===== src/rtl/fbc_pkg.sv =====
package fbc_pkg;

  typedef enum logic [1:0] {
    RD_ARRAY  = 2'd0,
    RD_IDENT  = 2'd1,
    RD_STATUS = 2'd2
  } rd_mode_e;

  typedef enum logic {
    OP_PROG  = 1'b0,
    OP_ERASE = 1'b1
  } op_kind_e;

  localparam logic [7:0] CMD_RD_ARRAY   = 8'hFF;
  localparam logic [7:0] CMD_RD_IDENT   = 8'h90;
  localparam logic [7:0] CMD_RD_STATUS  = 8'h70;
  localparam logic [7:0] CMD_CLR_STATUS = 8'h50;
  localparam logic [7:0] CMD_PROGRAM    = 8'h40;
  localparam logic [7:0] CMD_ERASE      = 8'h20;
  localparam logic [7:0] CMD_UNLOCK     = 8'h60;

endpackage


===== src/rtl/fbc_wake_timer.sv =====
module fbc_wake_timer #(
  parameter int WAKE_CYC  = 3,
  parameter int RECOV_CYC = 5
) (
  input  logic clk,
  input  logic rst_ni,
  input  logic dev_rst_n,
  output logic out_ok,
  output logic cmd_ok
);

  localparam int CNT_W = $clog2(RECOV_CYC + 1);
  localparam logic [CNT_W-1:0] WAKE_V  = CNT_W'(WAKE_CYC);
  localparam logic [CNT_W-1:0] RECOV_V = CNT_W'(RECOV_CYC);

  logic [CNT_W-1:0] cnt_q, cnt_d;

  always_comb begin
    cnt_d = cnt_q;
    if (!dev_rst_n)            cnt_d = '0;
    else if (cnt_q != RECOV_V) cnt_d = cnt_q + 1'b1;
  end

  always_ff @(posedge clk or negedge rst_ni) begin
    if (!rst_ni) cnt_q <= RECOV_V;
    else         cnt_q <= cnt_d;
  end

  assign out_ok = (cnt_q >= WAKE_V);
  assign cmd_ok = (cnt_q == RECOV_V);


  sleep_blocks_all_chk: assert property (@(posedge clk) disable iff (!rst_ni)
    !dev_rst_n |=> (!out_ok && !cmd_ok));

endmodule


===== src/rtl/fbc_op_engine.sv =====
module fbc_op_engine import fbc_pkg::*; #(
  parameter int ADDR_W   = 4,
  parameter int BUSY_CYC = 6
) (
  input  logic              clk,
  input  logic              rst_ni,
  input  logic              dev_rst_n,
  input  logic              cmd_ok,
  input  logic              start_i,
  input  op_kind_e          kind_i,
  input  logic [ADDR_W-1:0] addr_i,
  input  logic [15:0]       data_i,
  output logic              busy_o,
  output logic              ready_o,
  output logic              commit_o,
  output op_kind_e          kind_o,
  output logic [ADDR_W-1:0] addr_o,
  output logic [15:0]       data_o
);

  localparam int CNT_W = $clog2(BUSY_CYC + 1);
  localparam logic [CNT_W-1:0] LAST_V = CNT_W'(BUSY_CYC - 1);

  logic              busy_q, busy_d;
  logic              hold_q, hold_d;
  logic [CNT_W-1:0]  cnt_q, cnt_d;
  op_kind_e          kind_q;
  logic [ADDR_W-1:0] addr_q;
  logic [15:0]       data_q;
  logic              done;

  assign done = busy_q && (cnt_q == '0) && dev_rst_n;

  always_comb begin
    busy_d = busy_q;
    cnt_d  = cnt_q;
    hold_d = hold_q;
    if (!dev_rst_n) begin
      busy_d = 1'b0;
      if (busy_q) hold_d = 1'b1;
    end else begin
      if (cmd_ok) hold_d = 1'b0;
      if (start_i) begin
        busy_d = 1'b1;
        cnt_d  = LAST_V;
      end else if (done) begin
        busy_d = 1'b0;
      end else if (busy_q) begin
        cnt_d = cnt_q - 1'b1;
      end
    end
  end

  always_ff @(posedge clk or negedge rst_ni) begin
    if (!rst_ni) begin
      busy_q <= 1'b0;
      hold_q <= 1'b0;
      cnt_q  <= '0;
    end else begin
      busy_q <= busy_d;
      hold_q <= hold_d;
      cnt_q  <= cnt_d;
    end
  end

  always_ff @(posedge clk or negedge rst_ni) begin
    if (!rst_ni) begin
      kind_q <= OP_PROG;
      addr_q <= '0;
      data_q <= '0;
    end else if (start_i) begin
      kind_q <= kind_i;
      addr_q <= addr_i;
      data_q <= data_i;
    end
  end

  assign busy_o   = busy_q;
  assign ready_o  = !busy_q && !hold_q;
  assign commit_o = done;
  assign kind_o   = kind_q;
  assign addr_o   = addr_q;
  assign data_o   = data_q;


  abort_stops_op_chk: assert property (@(posedge clk) disable iff (!rst_ni)
    (busy_q && !dev_rst_n) |=> (!busy_q && !ready_o));


  busy_holds_chk: assert property (@(posedge clk) disable iff (!rst_ni)
    (busy_q && (cnt_q != '0) && dev_rst_n) |=> busy_q);

endmodule


===== src/rtl/fbc_store.sv =====
module fbc_store import fbc_pkg::*; #(
  parameter int ADDR_W = 4,
  parameter int BLK_W  = 2
) (
  input  logic                   clk,
  input  logic                   rst_ni,
  input  logic                   dev_rst_n,
  input  logic                   commit_i,
  input  op_kind_e               op_kind_i,
  input  logic [ADDR_W-1:0]      op_addr_i,
  input  logic [15:0]            op_data_i,
  input  logic                   unlock_i,
  input  logic [ADDR_W-1:0]      look_addr_i,
  output logic [15:0]            rd_data_o,
  output logic                   rd_locked_o,
  output logic [(1<<BLK_W)-1:0]  locks_o
);

  localparam int DEPTH = 1 << ADDR_W;
  localparam int NBLK  = 1 << BLK_W;
  localparam int OFF_W = ADDR_W - BLK_W;

  logic [15:0]      mem_q  [DEPTH];
  logic [15:0]      wr_val [DEPTH];
  logic [DEPTH-1:0] wr_en;
  logic [BLK_W-1:0] op_blk, look_blk;

  assign op_blk   = op_addr_i[ADDR_W-1 -: BLK_W];
  assign look_blk = look_addr_i[ADDR_W-1 -: BLK_W];

  always_comb begin
    for (int w = 0; w < DEPTH; w++) begin
      if (op_kind_i == OP_ERASE) begin
        wr_en[w]  = commit_i && (op_blk == BLK_W'(w >> OFF_W));
        wr_val[w] = 16'hFFFF;
      end else begin
        wr_en[w]  = commit_i && (op_addr_i == ADDR_W'(w));
        wr_val[w] = mem_q[w] & op_data_i;
      end
    end
  end

  always_ff @(posedge clk or negedge rst_ni) begin
    if (!rst_ni) begin
      for (int w = 0; w < DEPTH; w++) mem_q[w] <= 16'hFFFF;
    end else begin
      for (int w = 0; w < DEPTH; w++) begin
        if (wr_en[w]) mem_q[w] <= wr_val[w];
      end
    end
  end

  for (genvar b = 0; b < NBLK; b++) begin : g_lock
    logic lock_q, lock_d;

    always_comb begin
      lock_d = lock_q;
      if (!dev_rst_n)                                     lock_d = 1'b1;
      else if (unlock_i && (look_blk == BLK_W'(b)))       lock_d = 1'b0;
    end

    always_ff @(posedge clk or negedge rst_ni) begin
      if (!rst_ni) lock_q <= 1'b1;
      else         lock_q <= lock_d;
    end

    assign locks_o[b] = lock_q;
  end

  assign rd_data_o   = mem_q[look_addr_i];
  assign rd_locked_o = locks_o[look_blk];

endmodule


===== src/rtl/flash_bus_ctrl.sv =====
module flash_bus_ctrl import fbc_pkg::*; #(
  parameter int          ADDR_W    = 4,
  parameter int          BLK_W     = 2,
  parameter int          BUSY_CYC  = 6,
  parameter int          WAKE_CYC  = 3,
  parameter int          RECOV_CYC = 5,
  parameter logic [15:0] MFR_CODE  = 16'h00A5,
  parameter logic [15:0] DEV_CODE  = 16'h4C21
) (
  input  logic              clk,
  input  logic              rst_n,
  input  logic              ce_n,
  input  logic              oe_n,
  input  logic              we_n,
  input  logic              dev_rst_n,
  input  logic [ADDR_W-1:0] addr,
  input  logic [15:0]       dq_in,
  output logic [15:0]       dq_out,
  output logic              dq_oe,
  output logic              ready
);

  localparam int NBLK = 1 << BLK_W;

  // reset: asynchronous assert, synchronous release
  logic [1:0] rst_sync_q;
  logic       rst_i;

  always_ff @(posedge clk or negedge rst_n) begin
    if (!rst_n) rst_sync_q <= '0;
    else        rst_sync_q <= {rst_sync_q[0], 1'b1};
  end
  assign rst_i = rst_sync_q[1];

  logic              out_ok, cmd_ok;
  logic              busy, commit;
  logic              start, unlock;
  op_kind_e          start_kind, op_kind;
  logic [ADDR_W-1:0] op_addr;
  logic [15:0]       op_data;
  logic [15:0]       arr_word;
  logic              addr_locked;
  logic [NBLK-1:0]   locks;

  fbc_wake_timer #(
    .WAKE_CYC (WAKE_CYC),
    .RECOV_CYC(RECOV_CYC)
  ) wake_i (
    .clk      (clk),
    .rst_ni   (rst_i),
    .dev_rst_n(dev_rst_n),
    .out_ok   (out_ok),
    .cmd_ok   (cmd_ok)
  );

  fbc_op_engine #(
    .ADDR_W  (ADDR_W),
    .BUSY_CYC(BUSY_CYC)
  ) engine_i (
    .clk      (clk),
    .rst_ni   (rst_i),
    .dev_rst_n(dev_rst_n),
    .cmd_ok   (cmd_ok),
    .start_i  (start),
    .kind_i   (start_kind),
    .addr_i   (addr),
    .data_i   (dq_in),
    .busy_o   (busy),
    .ready_o  (ready),
    .commit_o (commit),
    .kind_o   (op_kind),
    .addr_o   (op_addr),
    .data_o   (op_data)
  );

  fbc_store #(
    .ADDR_W(ADDR_W),
    .BLK_W (BLK_W)
  ) store_i (
    .clk        (clk),
    .rst_ni     (rst_i),
    .dev_rst_n  (dev_rst_n),
    .commit_i   (commit),
    .op_kind_i  (op_kind),
    .op_addr_i  (op_addr),
    .op_data_i  (op_data),
    .unlock_i   (unlock),
    .look_addr_i(addr),
    .rd_data_o  (arr_word),
    .rd_locked_o(addr_locked),
    .locks_o    (locks)
  );

  // command interface state
  rd_mode_e mode_q, mode_d;
  logic     wait_q, wait_d;
  logic     lerr_q, lerr_d, perr_q, perr_d, eerr_q, eerr_d;
  logic     we_q;
  logic     accept;

  assign accept = dev_rst_n && cmd_ok && !busy && !ce_n && we_n && !we_q;

  always_comb begin
    mode_d     = mode_q;
    wait_d     = wait_q;
    lerr_d     = lerr_q;
    perr_d     = perr_q;
    eerr_d     = eerr_q;
    start      = 1'b0;
    start_kind = OP_PROG;
    unlock     = 1'b0;
    if (!dev_rst_n) begin
      mode_d = RD_ARRAY;
      wait_d = 1'b0;
      lerr_d = 1'b0;
      perr_d = 1'b0;
      eerr_d = 1'b0;
    end else if (accept) begin
      if (wait_q) begin
        wait_d = 1'b0;
        mode_d = RD_STATUS;
        if (addr_locked) begin
          lerr_d = 1'b1;
          perr_d = 1'b1;
        end else begin
          start = 1'b1;
        end
      end else begin
        case (dq_in[7:0])
          CMD_RD_ARRAY:  mode_d = RD_ARRAY;
          CMD_RD_IDENT:  mode_d = RD_IDENT;
          CMD_RD_STATUS: mode_d = RD_STATUS;
          CMD_CLR_STATUS: begin
            lerr_d = 1'b0;
            perr_d = 1'b0;
            eerr_d = 1'b0;
          end
          CMD_PROGRAM: begin
            wait_d = 1'b1;
            mode_d = RD_STATUS;
          end
          CMD_ERASE: begin
            mode_d = RD_STATUS;
            if (addr_locked) begin
              lerr_d = 1'b1;
              eerr_d = 1'b1;
            end else begin
              start      = 1'b1;
              start_kind = OP_ERASE;
            end
          end
          CMD_UNLOCK: unlock = 1'b1;
          default: ;
        endcase
      end
    end
  end

  always_ff @(posedge clk or negedge rst_i) begin
    if (!rst_i) begin
      mode_q <= RD_ARRAY;
      wait_q <= 1'b0;
      lerr_q <= 1'b0;
      perr_q <= 1'b0;
      eerr_q <= 1'b0;
      we_q   <= 1'b1;
    end else begin
      mode_q <= mode_d;
      wait_q <= wait_d;
      lerr_q <= lerr_d;
      perr_q <= perr_d;
      eerr_q <= eerr_d;
      we_q   <= we_n;
    end
  end

  // read path
  logic [15:0] rd_val;
  logic [7:0]  status;

  assign status = {ready, 1'b0, eerr_q, perr_q, 2'b00, lerr_q, 1'b0};

  always_comb begin
    case (mode_q)
      RD_ARRAY: rd_val = arr_word;
      RD_IDENT: begin
        case (addr[1:0])
          2'd0:    rd_val = MFR_CODE;
          2'd1:    rd_val = DEV_CODE;
          2'd2:    rd_val = {15'd0, addr_locked};
          default: rd_val = 16'd0;
        endcase
      end
      RD_STATUS: rd_val = {8'd0, status};
      default:   rd_val = 16'd0;
    endcase
  end

  assign dq_oe  = !ce_n && !oe_n && we_n && dev_rst_n && out_ok;
  assign dq_out = dq_oe ? rd_val : 16'd0;


  sleep_restores_view_chk: assert property (@(posedge clk) disable iff (!rst_i)
    !dev_rst_n |=> ((mode_q == RD_ARRAY) && (&locks)));


  status_ready_bit_chk: assert property (@(posedge clk) disable iff (!rst_i)
    (dq_oe && (mode_q == RD_STATUS)) |-> (dq_out[7] == ready));

endmodule


===== config.mk =====
export PLATFORM = sky130hd
export DESIGN_NAME = flash_bus_ctrl
export DESIGN_NICKNAME = d
export VERILOG_FILES = /design/src/rtl/fbc_pkg.sv /design/src/rtl/fbc_wake_timer.sv /design/src/rtl/fbc_op_engine.sv /design/src/rtl/fbc_store.sv /design/src/rtl/flash_bus_ctrl.sv
export SDC_FILE = /design/constraint.sdc
export NUM_CORES = 1
export LEC_CHECK = 0
export ABC_CLOCK_PERIOD_IN_PS = 10380
export BUFFER_PORTS_ARGS = -buffer_cell sky130_fd_sc_hd__buf_2
export CAP_MARGIN = 20
export CORE_MARGIN = 8
export CORE_UTILIZATION = 30
export DETAILED_ROUTE_END_ITERATION = 8
export PLACE_DENSITY_LB_ADDON = 0.12
export REMOVE_ABC_BUFFERS = 1
export SLEW_MARGIN = 0
export SYNTH_ARGS = -nofsm -noshare
export SYNTH_HDL_FRONTEND = slang
export SYNTH_HIERARCHICAL = 1
export SYNTH_SLANG_ARGS = --single-unit

===== constraint.sdc =====
create_clock -name clk -period 10.38 [get_ports clk]
set_clock_uncertainty 0.2 [all_clocks]
set_input_delay 0.519 -clock clk [delete_from_list [all_inputs] [get_ports clk]]
set_output_delay 0.519 -clock clk [all_outputs]
set_load 0.1 [all_outputs]

==> results.py <==
metrics = {
    "power": {
        "power.sequential.fraction": 0.455,
        "sw_frac_of_total": 0.232,
        "leakagePower_nw": 7.72,
        "cell_internal_pwr_w": 0.00199,
        "net-switching-power_w": 0.000600,
        "comb_power_share": 0.053,
        "power.density_cell_area_nw_per_um2": 153,
        "vdd.ir_drop.worst_v": 0.0000994,
        "power_frac_clock": 0.491,
    },
    "global_route": {
        "grt_first_pass_wirelength_um": 71400,
        "grt_pass1_vias": 11500,
        "grt_antenna_before_repair": 0,
        "maximum_number_of_pins_on_one_net_before_global_route_repair": 68,
        "track_usage": 0.157,
        "grt_overflow_total": 0,
    },
    "synthesis": {
        "synth-warning-count": 6,
        "synth.cell_area_sq_um": 15200,
        "avgSynthCellArea_sq_um": 10.9,
        "postSynthCellCount": 1385,
    },
    "critical_path": {
        "cp_max_delay_cell": "sky130_fd_sc_hd__buf_4",
        "worstSetupStartpointType": "input port",
        "crit_path_end_kind": "output pin",
        "path_common_cell": "sky130_fd_sc_hd__buf_4",
        "cp.required_ns": 9.66,
        "worst-endpoint-arrival_ns": 3.37,
        "worstSetupStartpoint": "addr[0]",
        "worst-setup-path-type": "in2out",
        "path_cells": "buf_4 -> buf_4 -> mux4_2 -> a22oi_1 -> nand2_1 -> mux2i_1 -> nor3_1 -> buf_2",
        "crit_end": "dq_out[1]",
        "max_stage_delay_ns": 0.79,
        "timing.rr.start": "engine_i/cnt_q[0]",
        "timing.reg2reg.setup_slack_ns": 7.51,
        "crit-reg2reg-capture": "store_i/mem_q[238]",
        "timing.reg2reg.worst_path_depth": 8,
        "critical_path.max_fanout": 43,
    },
    "finish": {
        "finalNetCount": 1373,
        "drive_gt1_frac": 0.361,
        "area_delta_synth_final_pct": 11.7,
        "count_of_antenna_diodes_in_the_layout": 0,
    },
    "floorplanning": {
        "io_pins": 44,
        "core.rowCount": 82,
        "area_enclosed_by_the_die_boundary_sq_um": 58000,
        "floorplan.die.height_um": 241,
        "start_util": 0.303,
        "die_width_um": 241,
        "fp.coreArea_sq_um": 50000,
    },
    "drt": {
        "postRouteAntennaNets": 0,
        "detail_routed_via_count_per_cell": 5.25,
        "wl_um": 45000,
        "detail_route.drc_violations": 0,
        "detailedRoute.firstIterationViolations": 839,
        "vias": 10700,
        "drt_pass1_iterations": 5,
        "drt-wirelength-per-cell_um": 22.1,
    },
    "sta": {
        "timing.final.crit_period_ns": 4.09,
        "period_share": 0.394,
        "slew_violations": 0,
        "timing.fmax_ghz": 0.244,
        "setup_ws_ns": 6.29,
        "final_hold_violating_endpoints": 0,
        "timing.setup.tns_ns": 0,
        "setup_repair_after_global_routing_missed_its_margin": "false",
        "finalSetupViolCount": 0,
        "slew_headroom": 0.297,
        "timing_worst_slew_pin_value_ns": 1.05,
    },
    "cts": {
        "post_cts_buffers": 0,
        "clock_tree.root_cell": "sky130_fd_sc_hd__clkbuf_16",
        "clock_buffers_created_by_tritoncts": 38,
        "cts_tree": "done",
        "cts-root-to-sink-buffers": 3,
        "clk_pin_slew_ns": 0.05,
        "cts.htree.levels": 2,
        "cts.sink_count": 298,
        "insertion_delay_ns": 0.53,
    },
    "status": {
        "run_status": "complete, no violations",
    },
    "hold_path": {
        "min_path_type": "in2reg",
    },
    "job": {
        "max-cap-violations": 0,
    },
    "placement": {
        "dp_worst_setup_slack_ns": 6.21,
        "place.detailed.hpwl_um": 22000,
        "numPortBuffers": 43,
        "gp_routability_congestion": 0.731,
    },
}
[metrics by stage]
stage / util / instance area [sq um] / total power, W / hold slack, ns / cells
after floorplan: - / 14400 / 0.00127 / 0.0234 / 1227
after detailed placement: 0.313 / 15700 / 0.00133 / 0.110 / 1966
after global placement: 0.313 / 15700 / 0.00133 / 0.106 / 1966
after global routing: 0.339 / 16900 / 0.00269 / 0.0165 / 2037
after CTS: 0.339 / 16900 / 0.00264 / 0.000561 / 2037
final: 0.339 / 16900 / 0.00259 / 0.0321 / 2037
[layer usage]
layer / up-vias / wire length, um / track usage / part of all wire
li1: 4882 / - / - / -
met1: 5560 / 20800 / 0.207 / 0.46
met5: - / 0 / 0 / 0
met2: 194 / 22100 / 0.272 / 0.49
met4: 0 / 803 / 0.0384 / 0.018
met3: 61 / 1300 / 0.0204 / 0.029
[cells in the final DEF, fill, tap and decap left out, types with 6 or more instances in the layout]
cell and n:
sky130_fd_sc_hd__mux2_4 17, sky130_fd_sc_hd__a22oi_1 32, sky130_fd_sc_hd__a21oi_1 9, sky130_fd_sc_hd__buf_4 26, sky130_fd_sc_hd__clkbuf_16 41, sky130_fd_sc_hd__a211oi_1 127, sky130_fd_sc_hd__mux4_2 65, sky130_fd_sc_hd__o21ai_0 106
sky130_fd_sc_hd__dfstp_2 263, sky130_fd_sc_hd__inv_1 136, sky130_fd_sc_hd__clkbuf_8 6, sky130_fd_sc_hd__dlygate4sd3_1 8, sky130_fd_sc_hd__and2_1 8, sky130_fd_sc_hd__o31ai_1 130, sky130_fd_sc_hd__clkbuf_1 10, sky130_fd_sc_hd__buf_2 41
sky130_fd_sc_hd__dfrtp_1 34, sky130_fd_sc_hd__o21ai_1 30, sky130_fd_sc_hd__nor2_1 16, sky130_fd_sc_hd__nand2_1 158, sky130_fd_sc_hd__nand2b_1 10
[power groups by stage]
stage	sequential (W)	clock (W)	combinational (W)
after detailed placement	0.00119	0	0.000141
final	0.00118	0.00127	0.000138
after floorplan	0.00120	0	0.0000712
after CTS	0.00118	0.00132	0.000143
after global placement	0.00119	0	0.000140
after global routing	0.00118	0.00136	0.000152
[worst max-delay path, delay by kind of cell]
family	cells	cell delay (ns)
AND/OR/NAND/NOR	2	0.22
multiplexers	2	0.79
AO/OA/AOI/OAI	1	0.24
buffers and inverters	3	1.55
[sequential cells by signal, summed over array words and instances, names as in the netlist]
name,cells
engine_i/busy_o,1
eerr_q,1
engine_i/addr_o,4
rst_sync_q,2
wake_i/cnt_q,3
perr_q,1
mode_q,2
store_i/g_lock.lock_q,4
we_q,1
wait_q,1
engine_i/kind_o,1
engine_i/data_o,16
store_i/mem_q,256
engine_i/hold_q,1
engine_i/cnt_q,3
lerr_q,1
[timing repair]
item                                   in CTS  in global routing
resized for setup                           0                  0
hold buffers                                8                  0
endpoints found under the hold margin       9                  0
[layout make-up]
class,count,area (sq um)
Clock inverter,6,36.3
Clock buffer,57,1150
Fill cell,4984,33000
Tap cell,672,841
Multi-Input combinational cell,791,6110
Sequential cell,298,7790
Inverter,138,520
Timing Repair Buffer,75,480
[how the worst min path moves through the flow]
stage	depth (start not counted)	to	slack, ns	from
floorplan	0	rst_sync_q[0]	0.02	rst_n
global placement	1	rst_sync_q[0]	0.11	rst_n
detailed placement	1	rst_sync_q[0]	0.11	rst_n
CTS	2	engine_i/data_o[15]	0.0006	dq_in[15]
global route	2	engine_i/data_o[14]	0.02	dq_in[14]
finish	2	engine_i/data_o[14]	0.03	dq_in[14]
Power figures use the tool's default switching activity.
